--- src/rtl/priv_stack_pkg.sv ---
package priv_stack_pkg;
  localparam int unsigned PL_W = 2;

  typedef enum logic [1:0] {
    ST_IDLE   = 2'd0,
    ST_RD_OFF = 2'd1,
    ST_RD_SEL = 2'd2
  } fetch_state_e;
endpackage

--- src/rtl/priv_stack_addr.sv ---
module priv_stack_addr #(
  parameter int unsigned AW         = 32,
  parameter int unsigned DW         = 32,
  parameter int unsigned SLOT_BYTES = 8,
  parameter int unsigned AREA_OFS   = 4
) (
  input  logic [AW-1:0]                  base_i,
  input  logic [priv_stack_pkg::PL_W-1:0] lvl_i,
  input  logic                           sel_phase_i,
  output logic [AW-1:0]                  addr_o
);
  localparam int unsigned WORD_BYTES = DW / 8;

  logic [AW-1:0] slot_ofs;
  logic [AW-1:0] word_ofs;

  always_comb begin
    slot_ofs = AW'(AREA_OFS) + AW'(SLOT_BYTES) * AW'(lvl_i);
    word_ofs = sel_phase_i ? AW'(WORD_BYTES) : '0;
    addr_o   = base_i + slot_ofs + word_ofs;
  end
endmodule

--- src/rtl/priv_stack_ctrl.sv ---
module priv_stack_ctrl #(
  parameter int unsigned NUM_INNER = 3
) (
  input  logic                            clk_i,
  input  logic                            rst_ni,
  input  logic                            start_i,
  input  logic [priv_stack_pkg::PL_W-1:0] cur_pl_i,
  input  logic [priv_stack_pkg::PL_W-1:0] tgt_pl_i,
  input  logic                            ack_i,
  output logic                            accept_o,
  output logic                            req_o,
  output logic                            sel_phase_o,
  output logic                            cap_off_o,
  output logic                            cap_sel_o,
  output logic                            busy_o,
  output logic                            valid_o,
  output logic                            err_o,
  output logic                            bypass_o
);
  import priv_stack_pkg::*;

  fetch_state_e state_q;
  logic valid_q, err_q, byp_q;
  logic no_slot, inward;

  assign accept_o    = start_i && (state_q == ST_IDLE);
  assign no_slot     = int'(tgt_pl_i) >= NUM_INNER;
  assign inward      = tgt_pl_i < cur_pl_i;
  assign req_o       = state_q != ST_IDLE;
  assign busy_o      = req_o;
  assign sel_phase_o = state_q == ST_RD_SEL;
  assign cap_off_o   = (state_q == ST_RD_OFF) && ack_i;
  assign cap_sel_o   = (state_q == ST_RD_SEL) && ack_i;
  assign valid_o     = valid_q;
  assign err_o       = err_q;
  assign bypass_o    = byp_q;

  always_ff @(posedge clk_i or negedge rst_ni) begin
    if (!rst_ni) begin
      state_q <= ST_IDLE;
      valid_q <= 1'b0;
      err_q   <= 1'b0;
      byp_q   <= 1'b0;
    end else begin
      valid_q <= 1'b0;
      err_q   <= 1'b0;
      byp_q   <= 1'b0;
      unique case (state_q)
        ST_IDLE: if (accept_o) begin
          if (no_slot)     err_q   <= 1'b1;
          else if (inward) state_q <= ST_RD_OFF;
          else             byp_q   <= 1'b1;
        end
        ST_RD_OFF: if (ack_i) state_q <= ST_RD_SEL;
        ST_RD_SEL: if (ack_i) begin
          state_q <= ST_IDLE;
          valid_q <= 1'b1;
        end
        default: state_q <= ST_IDLE;
      endcase
    end
  end

  // request and phase held until acknowledged
  a_r8_req_held: assert property (@(posedge clk_i) disable iff (!rst_ni)
    req_o && !ack_i |=> req_o && $stable(sel_phase_o));
  // single-cycle valid, only after the selector-word acknowledge
  a_r4_valid_pulse: assert property (@(posedge clk_i) disable iff (!rst_ni)
    valid_o |=> !valid_o);
  a_r4_valid_after_ack: assert property (@(posedge clk_i) disable iff (!rst_ni)
    valid_o |-> $past(ack_i && sel_phase_o));
  // level-3 target flagged, no fetch running
  a_r6_err_no_fetch: assert property (@(posedge clk_i) disable iff (!rst_ni)
    err_o |-> !req_o && $past(tgt_pl_i) == 2'd3);
  // bypass never with a fetch
  a_r7_bypass_no_fetch: assert property (@(posedge clk_i) disable iff (!rst_ni)
    bypass_o |-> !req_o);
  // start during a fetch yields no immediate response
  a_r9_busy_ignore: assert property (@(posedge clk_i) disable iff (!rst_ni)
    busy_o && start_i |=> !err_o && !bypass_o);
  a_r1_onehot_resp: assert property (@(posedge clk_i) disable iff (!rst_ni)
    $onehot0({valid_o, err_o, bypass_o}));
endmodule

--- src/rtl/priv_stack_fetch.sv ---
module priv_stack_fetch #(
  parameter int unsigned AW         = 32,
  parameter int unsigned DW         = 32,
  parameter int unsigned SEL_W      = 16,
  parameter int unsigned SLOT_BYTES = 8,
  parameter int unsigned AREA_OFS   = 4,
  parameter int unsigned NUM_INNER  = 3
) (
  input  logic             clk_i,
  input  logic             rst_ni,
  input  logic             start_i,
  input  logic [1:0]       cur_pl_i,
  input  logic [1:0]       tgt_pl_i,
  input  logic [SEL_W-1:0] cur_ss_i,
  input  logic [DW-1:0]    cur_esp_i,
  input  logic [AW-1:0]    tsb_base_i,
  output logic             mem_req_o,
  output logic [AW-1:0]    mem_addr_o,
  input  logic             mem_ack_i,
  input  logic [DW-1:0]    mem_rdata_i,
  output logic             busy_o,
  output logic             valid_o,
  output logic             err_o,
  output logic             bypass_o,
  output logic [SEL_W-1:0] new_ss_o,
  output logic [DW-1:0]    new_esp_o,
  output logic [SEL_W-1:0] old_ss_o,
  output logic [DW-1:0]    old_esp_o
);
  import priv_stack_pkg::*;

  logic            accept, sel_phase, cap_off, cap_sel;
  logic [PL_W-1:0] lvl_q;
  logic [AW-1:0]   base_q;

  priv_stack_ctrl #(.NUM_INNER(NUM_INNER)) u_ctrl (
    .clk_i, .rst_ni, .start_i, .cur_pl_i, .tgt_pl_i,
    .ack_i(mem_ack_i), .accept_o(accept), .req_o(mem_req_o),
    .sel_phase_o(sel_phase), .cap_off_o(cap_off), .cap_sel_o(cap_sel),
    .busy_o, .valid_o, .err_o, .bypass_o
  );

  priv_stack_addr #(.AW(AW), .DW(DW), .SLOT_BYTES(SLOT_BYTES), .AREA_OFS(AREA_OFS)) u_addr (
    .base_i(base_q), .lvl_i(lvl_q), .sel_phase_i(sel_phase), .addr_o(mem_addr_o)
  );

  always_ff @(posedge clk_i or negedge rst_ni) begin
    if (!rst_ni) begin
      lvl_q     <= '0;
      base_q    <= '0;
      old_ss_o  <= '0;
      old_esp_o <= '0;
      new_ss_o  <= '0;
      new_esp_o <= '0;
    end else begin
      if (accept) begin
        lvl_q     <= tgt_pl_i;
        base_q    <= tsb_base_i;
        old_ss_o  <= cur_ss_i;
        old_esp_o <= cur_esp_i;
      end
      if (cap_off) new_esp_o <= mem_rdata_i;
      if (cap_sel) new_ss_o  <= mem_rdata_i[SEL_W-1:0];
    end
  end

  // address stable while a read waits
  a_r8_addr_stable: assert property (@(posedge clk_i) disable iff (!rst_ni)
    mem_req_o && !mem_ack_i |=> $stable(mem_addr_o));
  // outgoing pointer frozen during a fetch
  a_r5_old_frozen: assert property (@(posedge clk_i) disable iff (!rst_ni)
    busy_o && $past(busy_o) |-> $stable(old_ss_o) && $stable(old_esp_o));
endmodule

--- config.mk ---
export PLATFORM = sky130hd
export DESIGN_NAME = priv_stack_fetch
export DESIGN_NICKNAME = d
export VERILOG_FILES = /design/src/rtl/priv_stack_pkg.sv /design/src/rtl/priv_stack_addr.sv /design/src/rtl/priv_stack_ctrl.sv /design/src/rtl/priv_stack_fetch.sv
export SDC_FILE = /design/constraint.sdc
export NUM_CORES = 1
export LEC_CHECK = 0
export ABC_AREA = 1
export BUFFER_PORTS_ARGS = -buffer_cell sky130_fd_sc_hd__buf_2
export CORE_MARGIN = 5
export CORE_UTILIZATION = 52
export CTS_CLUSTER_DIAMETER = 150
export DETAILED_ROUTE_END_ITERATION = 7
export HOLD_SLACK_MARGIN = 0.12
export PLACE_DENSITY = 0.95
export SETUP_SLACK_MARGIN = 0.2
export SYNTH_ARGS = -nofsm -noshare
export SYNTH_HDL_FRONTEND = slang
export SYNTH_SLANG_ARGS = --single-unit
--- constraint.sdc ---
create_clock -name clk_i -period 3.8 [get_ports clk_i]
set_input_delay 0.76 -clock clk_i [delete_from_list [all_inputs] [get_ports clk_i]]
set_output_delay 0.76 -clock clk_i [all_outputs]
set_load 0.05 [all_outputs]
# Word-level counts from Yosys, hierarchy flattened
# Index checks and enable logic that the tools add are counted.
# classes
addsub	3
multipliers	0
div	0
n_lt_le_gt_ge	2
eq_ne	7
shifts	0
mux	16
bitwise	0
n_reduce_logical	6
# op_table
operator	count
$add A32 B32 Y32	2
$mux W2	5
$mux W1	9
$ne A2 B2 Y1 const B	4
$add A3 B5 Y6 const A	1
$pmux W2 S3	1
$reduce_and A5 Y1	1
$logic_and A1 B1 Y1	3
$mux W3	1
$eq A2 B1 Y1 const B	1
$eq A2 B2 Y1 const B	1
$ge A2 B2 Y1 const B	1
$logic_not A2 Y1	1
$lt A2 B2 Y1	1
$ne A2 B1 Y1 const B	1
$reduce_bool A2 Y1	1
# totals
register_bits	135
latchBits	0
ramBits	0
romBits	0
inputBits	120
output_inout_bits	133
word_cells	44
n_memories	0

# Longest topological paths before layout
# depth
ltp_word	5
mapped_depth	13

# Modules after synthesis
# Synthesis repeated with hierarchy kept, for this count alone.
# unflattened
cells_unflattened	779
area_unflattened_um2	6187.2
# by_module_without_submodules
mod	instances	cells_per_inst	area_per_inst_um2	seq_area_each_um2
priv_stack_fetch	1	550	4956.0	3253.1
priv_stack_addr	1	198	982.2	0.0
priv_stack_ctrl	1	31	249.0	125.1

# Least setup slack after synthesis
# OpenSTA, ideal clock, no wires.
# synth_path
path_kind	register to output
start	reg lvl_q[0]
end	out mem_addr_o[17]
arrival_time_ns	2.401
t_required_ns	3.040
setup_slack_ns	0.639
path_stages_with_launch	9
path_buffers	0
path_cell_list	dfrtp_1 > ha_1 > ha_1 > fa_1 > nand3_1 > nand2_2 > nand2_2 > nor2_4 > xor2_1
# synth_via
elab_chain_len	3
# synth_rtl
element	line	source
start, declared	priv_stack_fetch.sv:33	logic [PL_W-1:0] lvl_q;
start signal, assigned	priv_stack_fetch.sv:57	lvl_q <= tgt_pl_i;
$add A3 B5 Y6	priv_stack_addr.sv:18	slot_ofs = AW'(AREA_OFS) + AW'(SLOT_BYTES) * AW'(lvl_i);
$add A32 B32 Y32 (2 in series)	priv_stack_addr.sv:20	addr_o = base_i + slot_ofs + word_ofs;
end, declared	priv_stack_fetch.sv:18	output logic [AW-1:0] mem_addr_o,
# Every way passes these cells.

# Final worst setup path
# layout_path
start	reg u_ctrl.state_q[0]
end	out mem_addr_o[19]
# layout_via
elab_chain_len	3
# layout_rtl
element	line	source
start, declared	priv_stack_ctrl.sv:22	fetch_state_e state_q;
start signal, assigned	priv_stack_ctrl.sv:40	state_q <= ST_IDLE;
start signal, assigned	priv_stack_ctrl.sv:51	else if (inward) state_q <= ST_RD_OFF;
start signal, assigned	priv_stack_ctrl.sv:54	ST_RD_OFF: if (ack_i) state_q <= ST_RD_SEL;
$eq A2 B2 Y1	priv_stack_ctrl.sv:31	assign sel_phase_o = state_q == ST_RD_SEL;
$mux W3	priv_stack_addr.sv:19	word_ofs = sel_phase_i ? AW'(WORD_BYTES) : '0;
$add A32 B32 Y32	priv_stack_addr.sv:20	
# Every way passes these cells.

==> metrics <==
status complete, no violations; Post-Route Setup TNS 0 ps; Starting Density 53.1%; Req. time, crit path 3040 ps; fraction of synthesized cell area in xor and xnor cells 1.88%; later-pin clock latency in the skew report 410 ps; area share of fa/ha/maj cells after synthesis 1.78%; FMAX 0.294 GHz; sequential cell area fraction in the yosys report 55.8%; syn nets 848; maximum vdd drop 873 µV; H-tree depth 4; count of final hold-check violations 0; clock buffer depth 2; Gate Count Post-Synth 720; Setup crit start kind register; layout cells sized above 1 32.6%; class of the worst hold path in2async; Mapped Area 0.00606 mm²; largest net degree at the start of global routing 123; Worst Tran Pin Value 1090 ps; DRT iter0 DRCs 486; vias per cell 5.00; post-synthesis simple-gate area fraction 29.0%; grt ovf 0; slack of the critical path 396 ps; number of global-route vias before repair 5575; multiplexer share of the synthesized area 2.97%; die footprint 0.0139 mm²; clk_skew 5.99 ps; relative slew slack 27.2%; Final setup violation count 0; Die Y 118 µm; DRC violations left 0; largest family of logic cells by synthesized area simple AND/OR/NAND/NOR gates; Total GRT Usage 25.1%; Slew Viols, Final 0; Synth cell types 26; Layout area overhead 32.2%; Leak Pwr 0.00451 µW; synth warn 0; Worst Path Arrival 2640 ps; Root Buffer clkbuf_16; non-filler cells in the finished layout 1124; clk sinks 135; Pre-antenna DRT Iters 5; post-detailed-placement cell area 0.00740 mm²; post-synth top area share 55.8%; fin crit share 89.6%; overall routed net length 17400 µm; FF+latch count, synth 135; Worst-path clk slew 60 ps; crit-path max FO 6; Num CTS Buffers 17; via count 5625; # rows 39; fin crit period 3400 ps; DP Cell Count 1093; Compound-Gate Fraction of Synth Area 3.57%; Place WS 766 ps; die width 118 µm; Final ANT Viol Nets 0; Core Footprint 0.0114 mm²; I/O Pins 253; Routed WL per cell 15.5 µm; Crit. End Element primary output; nets 1097; RSZ-0062 raised after global routing no; cell taking the most area after synthesis dfrtp_1; Syn Area/Cell 8.41 µm²; I/O Buffers 252; Inserted Diodes 0; post-DP HPWL 12600 µm; main area contributors after synthesis dfrtp_1 56%, nand2_1 22%, o21ai_0 3.3%; initial antenna violation count 0; Setup CP Type reg2out; CTS tree built; post-route cell area 0.00801 mm²; Placer Congestion 0.936; global-route wire length before repair 28000 µm; max_cap viols 0; pwr dens 1030 mW/mm²
[path summary, 6_finish.rpt]
kind / from / to / slack, ps / cells after the start
min in group clk_i: old_esp_o[2]$_DFFE_PN0P_ / old_esp_o[2]$_DFFE_PN0P_ / 480 / 2
setup / recovery: u_ctrl.state_q[0]$_DFFE_PN0P_ / mem_addr_o[19] / 400 / 12
max in group asynchronous: rst_ni / base_q[19]$_DFFE_PN0P_ / 2550 / 1
hold reg to reg: old_esp_o[2]$_DFFE_PN0P_ / old_esp_o[2]$_DFFE_PN0P_ / 480 / 2
setup reg to reg: u_ctrl.state_q[1]$_DFFE_PN0P_ / new_esp_o[5]$_DFFE_PN0P_ / 1730 / 5
hold / removal: rst_ni / old_esp_o[0]$_DFFE_PN0P_ / 480 / 1
[layout by cell type (no fill, tap or decap), drive strengths merged]
master / instances
nor2: 51
nand3: 11
and2: 1
clkinv: 3
nand3b: 11
dfrtp: 135
fa: 1
buf: 254
bufinv: 3
o22ai: 1
nand2: 358
clkbuf: 24
xor2: 8
o21ai: 42
xnor2: 5
clkinvlp: 3
inv: 44
ha: 7
nand4: 3
mux2: 16
[cell usage after synthesis, drive strengths merged]
cell	n
mux2	16
nand3b	11
o21ai	42
xor2	8
inv	42
xnor2	5
dfrtp	135
nand4	3
nand3	11
ha	7
nand2	358
o22ai	1
clkbuf	8
buf	20
and2	1
fa	1
nor2	51
[layer usage]
layer,up-vias,GRT usage [%],wire (µm)
met4,0,7.81,363
met1,2629,29.5,6560
met2,247,42.7,8920
met5,-,0,0
li1,2710,-,-
met3,39,9.61,1600
[repair_timing]
action	4_1_cts	5_1_grt
hold buffers	0	0
setup endpoints to repair	0	9
gates resized for setup	0	6
setup buffers	0	0
[through the flow]
stage               hold WS, ps  utilization (%)  total power (µW)
floorplan                   450                -              5550
global route                495             70.2              8700
detailed placement          461             64.8              6610
CTS                         477             70.0              8320
finish                      475             70.2              8280
global placement            458             64.8              6500
[kinds of logic (layout without fill, tap and decap cells)]
family	count (synthesis)	count (layout)
and+or+nand+nor	435	435
DFF	135	135
adders and majority gates	8	8
xor gates and xnor gates	13	13
buffers and inverters	70	331
AOI/OAI and AO/OA	43	43
muxes	16	16
[critical path, cell delays in order (launching register included)]
cell and delay, ps:
dfrtp_1 400, inv_2 90, nand2_1 70, ha_1 180
inv_1 60, ha_2 230, fa_2 280, nand3_1 100
nand2_2 170, nand2_2 100, nor2_1 140, xor2_1 160
clkbuf_4 250
[where the power goes]
group | internal, µW | total (µW) | switching [µW]
sequential | 2010 | 2430 | 422
clock | 1050 | 1650 | 603
combinational | 920 | 4200 | 3280
[final cells by class]
| cell class | count | area [µm²] |
|---|---|---|
| Sequential cell | 135 | 3380 |
| Clock inverter | 11 | 149 |
| Clock buffer | 20 | 447 |
| Timing Repair Buffer | 258 | 1320 |
| Multi-Input combinational cell | 515 | 2380 |
| Tap cell | 143 | 179 |
| Fill cell | 882 | 3410 |
| Inverter | 42 | 158 |
[flip-flops by register name (all words and copies together), names as in the netlist]
register	count
old_esp_o	32
old_ss_o	16
u_ctrl.err_o	1
new_esp_o	32
base_q	32
u_ctrl.bypass_o	1
new_ss_o	16
lvl_q	2
u_ctrl.valid_o	1
u_ctrl.state_q	2
Note: power is estimated with default switching activity, not from simulation.
